File: src/rtl/hbpwm_pkg.sv
package hbpwm_pkg;

  typedef enum logic [1:0] {
    BR_POS = 2'd0,
    BR_NEG = 2'd1,
    BR_ZHI = 2'd2,
    BR_ZLO = 2'd3
  } br_state_e;

  localparam int GATES_PER_CELL = 4;
  localparam logic [GATES_PER_CELL-1:0] GATE_OFF = 4'b0000;

  // bit0 = S1, bit1 = S2, bit2 = S3, bit3 = S4
  function automatic logic [GATES_PER_CELL-1:0] gate_of(br_state_e s);
    logic [GATES_PER_CELL-1:0] g;
    case (s)
      BR_POS:  g = 4'b1001;
      BR_NEG:  g = 4'b0110;
      BR_ZHI:  g = 4'b0011;
      default: g = 4'b1100;
    endcase
    return g;
  endfunction

endpackage

File: src/rtl/hbpwm_carrier.sv
module hbpwm_carrier #(
  parameter int DW       = 16,
  parameter int TRI_PEAK = 6250,
  parameter int PRESC    = 4
) (
  input  logic          clk,
  input  logic          rst,
  output logic [DW-1:0] ramp_o,
  output logic          wrap_o,
  output logic          strobe_o
);
  localparam int PERIOD = 2 * TRI_PEAK;
  localparam int PH_W   = $clog2(PERIOD);
  localparam logic [PH_W-1:0] PH_LAST = PH_W'(PERIOD - 1);
  localparam logic [PH_W-1:0] PH_TOP  = PH_W'(TRI_PEAK);

  logic [PH_W-1:0] ph_q;
  logic            tick;

  generate
    if (PRESC <= 1) begin : g_nodiv
      assign tick = 1'b1;
    end else begin : g_div
      localparam int PW = $clog2(PRESC);
      localparam logic [PW-1:0] PC_LAST = PW'(PRESC - 1);
      logic [PW-1:0] pc_q;
      always_ff @(posedge clk) begin
        if (rst)                pc_q <= '0;
        else if (pc_q == PC_LAST) pc_q <= '0;
        else                    pc_q <= pc_q + 1'b1;
      end
      assign tick = (pc_q == PC_LAST);
    end
  endgenerate

  assign wrap_o = tick && (ph_q == PH_LAST);

  always_ff @(posedge clk) begin
    if (rst) begin
      ph_q     <= '0;
      strobe_o <= 1'b0;
    end else begin
      strobe_o <= wrap_o;
      if (tick) ph_q <= wrap_o ? '0 : ph_q + 1'b1;
    end
  end

  always_comb begin
    if (ph_q < PH_TOP) ramp_o = DW'(ph_q);
    else               ramp_o = DW'(PERIOD) - DW'(ph_q);
  end

endmodule

File: src/rtl/hbpwm_selbank.sv
module hbpwm_selbank #(
  parameter int N_CELLS = 5,
  parameter int LW      = 3
) (
  input  logic                  clk,
  input  logic                  rst,
  input  logic                  load,
  input  logic [N_CELLS*LW-1:0] sel_i,
  output logic [N_CELLS*LW-1:0] lvl_o
);
  localparam logic [LW-1:0] TOP_LVL = LW'(N_CELLS - 1);

  for (genvar i = 0; i < N_CELLS; i++) begin : g_slot
    logic [LW-1:0] raw;
    logic [LW-1:0] lim;
    logic [LW-1:0] lv_q;

    assign raw = sel_i[i*LW +: LW];
    assign lim = (raw > TOP_LVL) ? TOP_LVL : raw;

    always_ff @(posedge clk) begin
      if (rst)       lv_q <= LW'(i);
      else if (load) lv_q <= lim;
    end

    assign lvl_o[i*LW +: LW] = lv_q;
  end

endmodule

File: src/rtl/hbpwm_cell.sv
module hbpwm_cell
  import hbpwm_pkg::*;
#(
  parameter int DW       = 16,
  parameter int LW       = 3,
  parameter int TRI_PEAK = 6250
) (
  input  logic                 clk,
  input  logic                 rst,
  input  logic signed [DW-1:0] ref_a,
  input  logic signed [DW-1:0] ref_b,
  input  logic        [DW-1:0] ramp,
  input  logic        [LW-1:0] lvl,
  output logic [GATES_PER_CELL-1:0] gate_o
);
  localparam logic [DW-1:0] STEP = DW'(TRI_PEAK);

  logic signed [DW-1:0] car;
  logic                 a_hi;
  logic                 b_hi;
  br_state_e            st;

  assign car  = signed'(DW'(lvl) * STEP + ramp);
  assign a_hi = ref_a > car;
  assign b_hi = ref_b > car;

  always_comb begin
    case ({a_hi, b_hi})
      2'b10:   st = BR_POS;
      2'b01:   st = BR_NEG;
      2'b11:   st = BR_ZLO;
      default: st = BR_ZHI;
    endcase
  end

  always_ff @(posedge clk) begin
    if (rst) gate_o <= GATE_OFF;
    else     gate_o <= gate_of(st);
  end

endmodule

File: src/rtl/lsd_hbridge_pwm.sv
module lsd_hbridge_pwm #(
  parameter int N_CELLS  = 5,
  parameter int DW       = 16,
  parameter int TRI_PEAK = 6250,
  parameter int PRESC    = 4
) (
  input  logic                                  clk,
  input  logic                                  rst,
  input  logic signed [DW-1:0]                  ref_a_i,
  input  logic signed [DW-1:0]                  ref_b_i,
  input  logic [N_CELLS*$clog2(N_CELLS)-1:0]    sel_i,
  output logic [N_CELLS*4-1:0]                  gate_o,
  output logic                                  strobe_o
);
  localparam int LW = $clog2(N_CELLS);
  localparam int GW = hbpwm_pkg::GATES_PER_CELL;

  logic [DW-1:0]         ramp_w;
  logic                  wrap_w;
  logic [N_CELLS*LW-1:0] lvl_w;

  hbpwm_carrier #(
    .DW(DW), .TRI_PEAK(TRI_PEAK), .PRESC(PRESC)
  ) u_carrier (
    .clk(clk), .rst(rst), .ramp_o(ramp_w), .wrap_o(wrap_w), .strobe_o(strobe_o)
  );

  hbpwm_selbank #(
    .N_CELLS(N_CELLS), .LW(LW)
  ) u_selbank (
    .clk(clk), .rst(rst), .load(wrap_w), .sel_i(sel_i), .lvl_o(lvl_w)
  );

  for (genvar i = 0; i < N_CELLS; i++) begin : g_cell
    hbpwm_cell #(
      .DW(DW), .LW(LW), .TRI_PEAK(TRI_PEAK)
    ) u_cell (
      .clk(clk), .rst(rst),
      .ref_a(ref_a_i), .ref_b(ref_b_i),
      .ramp(ramp_w), .lvl(lvl_w[i*LW +: LW]),
      .gate_o(gate_o[i*GW +: GW])
    );
  end

endmodule

File: config.mk
export PLATFORM = sky130hd
export DESIGN_NAME = lsd_hbridge_pwm
export DESIGN_NICKNAME = d
export VERILOG_FILES = /design/src/rtl/hbpwm_pkg.sv /design/src/rtl/hbpwm_carrier.sv /design/src/rtl/hbpwm_selbank.sv /design/src/rtl/hbpwm_cell.sv /design/src/rtl/lsd_hbridge_pwm.sv
export SDC_FILE = /design/constraint.sdc
export NUM_CORES = 1
export LEC_CHECK = 0
export CELL_PAD_IN_SITES_DETAIL_PLACEMENT = 0
export CELL_PAD_IN_SITES_GLOBAL_PLACEMENT = 1
export CORE_MARGIN = 2
export CORE_UTILIZATION = 46
export CTS_BUF_LIST = sky130_fd_sc_hd__clkbuf_8
export DETAILED_ROUTE_END_ITERATION = 6
export GPL_ROUTABILITY_DRIVEN = 0
export GPL_TIMING_DRIVEN = 0
export HOLD_SLACK_MARGIN = 0.08
export PLACE_DENSITY_LB_ADDON = 0.1
export REMOVE_ABC_BUFFERS = 1
export SYNTH_ARGS = -nofsm -noshare
export SYNTH_HDL_FRONTEND = slang
export SYNTH_HIERARCHICAL = 1
export SYNTH_SLANG_ARGS = --single-unit
export TNS_END_PERCENT = 5
File: constraint.sdc
create_clock -name clk -period 5.9 [get_ports clk]
set_input_delay 0.59 -clock clk [delete_from_list [all_inputs] [get_ports clk]]
set_output_delay 0.59 -clock clk [all_outputs]
set_load 0.05 [all_outputs]
[Word level (Yosys, flattened, before mapping)]
Index checks and enable logic that the tools add are counted.
Operators by class
  $add $sub $neg: 8
  multipliers: 5
  eq/ne operators: 27
  reduce and logical (&&, ||, !) cells: 7
  order comparisons: 16
  muxes and demuxes: 17
Operators with widths (number)
  16-bit > comparator: 10
  16-bit adder: 5
  3-bit by 12-bit multiplier with 15-bit output, second input constant: 5
  4-bit one-hot mux with 3 select lines: 5
  2-bit equality test, second input constant: 16
  2-bit one-hot mux with 3 select lines: 5
  2-bit by 1-bit equality test with 1-bit output, second input constant: 10
  16-bit two-way mux: 1
  3-bit > comparator, second input constant: 5
  3-bit two-way mux: 5
  14-bit by 14-bit subtractor with 15-bit output, first input constant: 1
  14-bit by 1-bit adder with 14-bit output, second input constant: 1
  14-bit equality test, second input constant: 1
  14-bit by 13-bit < comparator with 1-bit output, second input constant: 1
  14-bit two-way mux: 1
  2-bit logical NOT: 5
  2-bit by 1-bit adder with 2-bit output, second input constant: 1
  2-bit OR reduction: 1
  1-bit logical AND: 1
Word-level totals
  output and inout port bits: 21
  register bits: 52
  word-level logic and storage cells: 93
  bits of input ports: 49

[Depth between registers and ports, before layout]
  depth in word-level cells: 8
  depth in mapped cells: 23
  depth with buffers taken out: 22

[Cells and area by module]
The synthesis kept the hierarchy.
Modules (own cells, without submodules)
  hbpwm_cell at g_cell[0].u_cell ...: area each 1795.5 µm², cells each 216, instances 4
  hbpwm_cell at g_cell[2].u_cell: area each 1961.9 µm², cells each 242, instances 1
  hbpwm_carrier: area each 1081.0 µm², cells each 133, instances 1
  hbpwm_selbank: area each 591.8 µm², cells each 59, instances 1

[Least setup slack after synthesis]
Ideal clock, no wire load.
  path kind: reg-to-reg
  start: reg u_carrier.ph_q[8]
  end: reg g_cell[0].u_cell.gate_o[2]
  stages on the path, launching flop included: 24
  arrival: 4915 ps
  setup slack: 871 ps
  path buffers: 3
  cells stage by stage: dfxtp_1 > buf_6 > or3_1 > buf_2 > nor3_1 > a21oi_1 > clkbuf_1 > nand2_1 > xnor2_1 > ha_1 > a21oi_1 > nand4b_1 > nand2_1 > a21o_1 > a21oi_1 > xor2_1 > ha_1 > o21ai_0 > a21oi_1 > o31ai_1 > o211a_1 > nor3_2 > o41a_2 > and2_1
Between the ends
  word-level cells in the longest chain between the ends: 8
  elaborated cells between the ends (all ways): 14
RTL lines
  start, declared: RTL line hbpwm_carrier.sv:17  | logic [PH_W-1:0] ph_q;
  start signal, assigned: RTL line hbpwm_carrier.sv:44  | if (tick) ph_q <= wrap_o ? '0 : ph_q + 1'b1;
  14-bit by 13-bit < comparator with 1-bit output (*): RTL line hbpwm_carrier.sv:49  | if (ph_q < PH_TOP) ramp_o = DW'(ph_q);
  16-bit two-way mux (*): RTL line hbpwm_carrier.sv:49
  via ramp_w[2]: RTL line lsd_hbridge_pwm.sv:18  | logic [DW-1:0] ramp_w;
  16-bit adder (*): RTL line hbpwm_cell.sv:23  | assign car = signed'(DW'(lvl) * STEP + ramp);
  16-bit > comparator (on tied branches): RTL line hbpwm_cell.sv:25, hbpwm_cell.sv:24
  2-bit equality test or 2-bit by 1-bit equality test with 1-bit output (tied branches): RTL line hbpwm_cell.sv:28  | case ({a_hi, b_hi})
  2-bit one-hot mux with 3 select lines (*): RTL line hbpwm_cell.sv:28
  2-bit equality test, or another cell as far along: RTL line hbpwm_pkg.sv:16  | case (s)
  4-bit one-hot mux with 3 select lines (*): RTL line hbpwm_pkg.sv:16
  end signal, assigned: RTL line hbpwm_cell.sv:38  | else gate_o <= gate_of(st);
  end, declared: RTL line hbpwm_cell.sv:14  | output logic [GATES_PER_CELL-1:0] gate_o
Mark *: on every way through the listed nets, which the timed path passes. The rest lies on a longest branch.
A chain may end at the register's enable or synchronous reset.

[Worst setup path in the final report]
  start: reg u_carrier.ph_q[8]
  end: reg g_cell[1].u_cell.gate_o[2]
Between the ends
  word-level cells in the longest chain between the ends: 8
  elaborated cells between the ends (all ways): 14
RTL lines (RTL line)
  14-bit by 13-bit < comparator with 1-bit output (*): hbpwm_carrier.sv:49
  16-bit two-way mux (*): hbpwm_carrier.sv:49
  via ramp_w[7]: lsd_hbridge_pwm.sv:18
  16-bit adder (*): hbpwm_cell.sv:23
  16-bit > comparator (on tied branches): hbpwm_cell.sv:25, hbpwm_cell.sv:24
  2-bit equality test or 2-bit by 1-bit equality test with 1-bit output (tied branches): hbpwm_cell.sv:28
  2-bit one-hot mux with 3 select lines (*): hbpwm_cell.sv:28
  2-bit equality test, or another cell as far along: hbpwm_pkg.sv:16
  4-bit one-hot mux with 3 select lines (*): hbpwm_pkg.sv:16
  end signal, assigned: hbpwm_cell.sv:38
  end, declared: hbpwm_cell.sv:14
Marked as above.

==> results.json <==
{
  "finalCritPeriodShare": 0.9432,
  "num_io_pins": 70,
  "grt_usage": 0.2678,
  "relSlewSlack": 0.3570,
  "die-area_mm2": 0.02476,
  "grt_pass1_wl_mm": 50.92,
  "num_antenna_cells": 0,
  "drv_slew": 0,
  "synth_warnings": 6,
  "fill_cells": 2281,
  "route.met3.wl_mm": 1.439,
  "clkTransAtPathRegs_ns": 0.12,
  "async_flop_share": 0,
  "synth_area_leader_cell": "ha_1",
  "end_kind": "flop",
  "syn_avg_cell_area_um2": 8.333,
  "cap_violations": 0,
  "wl_per_cell_um": 19.89,
  "critPathArrivalTime_ns": 5.85,
  "fin_crit_ns": 5.565,
  "wirelength_mm": 33.50,
  "cts_max_level": 2,
  "place_area_mm2": 0.01182,
  "crit_family": "simple AND/OR/NAND/NOR gates",
  "yosysUniqueCellTypes": 82,
  "ys_ff_latch": 52,
  "synthTopCellsByCount": "ha_1, a21oi_1, xnor2_1, inv_1, nand2_1",
  "clockBufferDepth": 2,
  "antenna_found_initial": 0,
  "synthCells": 1298,
  "cp_common_cell": "ha_1",
  "rsz0062_at_grt": "false",
  "overflow": 0,
  "worst_pin_slew_ns": 0.9635,
  "syn-cell-area_mm2": 0.01082,
  "drc": 0,
  "clock_skew_ns": 0.03858,
  "via_per_inst": 5.935,
  "drive_above_1_share": 0.08645,
  "yosysTopAreaCellShare": 0.2522,
  "max_stage_delay_ns": 0.65,
  "slowest_stage": "xor2_2",
  "vias": 9994,
  "power_density_mw_per_mm2": 76.77,
  "timing.fmax_ghz": 0.1797,
  "critPathRequiredTime_ns": 6.18,
  "first_iter_violations": 648,
  "grt_max_degree": 33,
  "area_growth_pct": 11.89,
  "die_w_um": 157.3,
  "met1Wirelength_mm": 16.48,
  "synthMostInstantiatedCell": "ha_1",
  "crit_fanout": 12,
  "final-setup-viol-count": 0,
  "outcome": "complete, no violations",
  "fin_tns_setup_ns": 0,
  "power_uw": 929.2,
  "ir_drop_uv": 76.24,
  "cp.buffers_inverters": 1,
  "hp-class": "reg -> reg",
  "path_class": "reg -> reg",
  "rows": 56,
  "final_area_mm2": 0.01210,
  "cts_tree": "done",
  "holdBufCountCts": 0,
  "synth.area.top_cells": "ha_1, dfxtp_1, xnor2_1, a21oi_1, xor2_1",
  "synth_edf_count": 0,
  "initial_core_util": 0.4650,
  "core_area_mm2": 0.02326,
  "ys_seq_area_frac": 0.09624,
  "final-hold-violation-count": 0,
  "top_layer": "met4",
  "whs_ns": 0.4434,
  "insertion_delay_ns": 0.37,
  "synth_ff_type": "dfxtp_1",
  "wl_met2_mm": 15.05,
  "clockRootBuffer": "clkbuf_8",
  "hpwl_mm": 26.63,
  "antenna_left": 0,
  "nNetsFinal": 1636,
  "grt_pass1_vias": 9043,
  "cts_buffers": 5,
  "chipHeight_um": 157.3,
  "portBuffers": 69,
  "path_cells": "or3_1 -> nor3_1 -> a21oi_4 -> a21boi_0 -> xor2_2 -> ha_1 -> nand3_2 -> or3_4 -> and2_4 -> o21ai_0 -> a21oi_1 -> xnor2_1 -> ha_1 -> inv_1 -> or4_4 -> nor3_2 -> o41a_2 -> and2_1",
  "p_leak_uw": 0.005256,
  "cp-start-kind": "flop",
  "cts.sinks": 52,
  "drtPass1Iterations": 4
}
[registers in the layout, summed over array words and instances, names as in the netlist]
name	flops
u_selbank/g_slot.lv_q	15
g_cell.u_cell/gate_o	20
u_carrier/strobe_o	1
u_carrier/ph_q	14
u_carrier/g_div.pc_q	2
[power breakdown]
part	total, µW	internal [µW]	switching (µW)
sequential	369	363	6.07
clock	251	90.3	161
combinational	309	130	179
[final cells by class]
type | count | area (µm²) | share of cell area
repair buffers | 79 | 775.7 | 0.06410
well taps | 319 | 399.1 | 0.03298
clock inverters | 3 | 28.78 | 0.002378
flip-flops and latches | 52 | 1042 | 0.08612
multi-input cells | 1144 | 9480 | 0.7833
inverters | 82 | 307.8 | 0.02543
clock buffers | 5 | 68.82 | 0.005686
[per-stage QoR]
stage | util | worst slack (ns) | cells
2_1_floorplan | - | 0.8101 | 1278
3_3_place_gp | 0.5061 | -0.8755 | 1666
3_5_place_dp | 0.5080 | -0.2845 | 1668
4_1_cts | 0.5144 | 0.008427 | 1676
5_1_grt | 0.5203 | 0.02892 | 1684
6_report | 0.5203 | 0.3351 | 1684
[worst paths after layout]
path	from	to	slack, ns	cells after the start
min	u_carrier/g_div.pc_q[0]	u_carrier/g_div.pc_q[0]	0.44	1
max reg2reg	u_carrier/ph_q[8]	g_cell[1].u_cell/gate_o[2]	0.34	18
max	u_carrier/ph_q[8]	g_cell[1].u_cell/gate_o[2]	0.34	18
min reg2reg	u_carrier/g_div.pc_q[0]	u_carrier/g_div.pc_q[0]	0.44	1
[kinds of logic (layout without fill, tap and decap cells)]
family	after synthesis	after routing	synth area share
compound gates	379	379	0.2494
xor+xnor	150	150	0.1346
fa+ha+maj	237	237	0.2748
buf+inv	102	169	0.04083
flops	52	52	0.09624
mux	10	10	0.009370
simple gates	368	368	0.1947
[worst register-to-register path, cell delays in order (launching register included)]
cell,delay [ns]
dfxtp_1,0.57
or3_1,0.29
nor3_1,0.11
a21oi_4,0.33
a21boi_0,0.36
xor2_2,0.65
ha_1,0.38
nand3_2,0.11
or3_4,0.42
and2_4,0.18
o21ai_0,0.16
a21oi_1,0.10
xnor2_1,0.50
ha_1,0.20
inv_1,0.06
or4_4,0.55
nor3_2,0.21
o41a_2,0.19
and2_1,0.12
[cell usage in the layout (no fill, tap or decap), drive strengths merged, types with 11 or more instances in the layout]
master / instances
maj3: 14
nand2: 72
nor2: 66
xor2: 56
ha: 218
o211ai: 13
a2111oi: 12
inv: 85
nor2b: 27
nand3b: 11
a31oi: 26
and2: 26
nor4: 15
o31ai: 11
a21o: 30
nand4: 30
buf: 11
o21a: 17
xnor2: 84
a211oi: 27
and3: 20
clkdlybuf4s50: 68
a21oi: 98
nor3: 24
o21ai: 62
dfxtp: 52
nand2b: 17
nand3: 28
[routing by layer]
metal	vias up	track usage
met5	-	0
met4	0	0.04589
met3	27	0.02368
met2	230	0.4446
met1	4724	0.3812
li1	5013	-
[repair_timing]
item                       in CTS  in global routing
pin swaps                       0                  3
resized for setup               8                  9
setup endpoints to repair      20                 20
setup buffers                   0                  7
(Power assumes the default switching activity.)
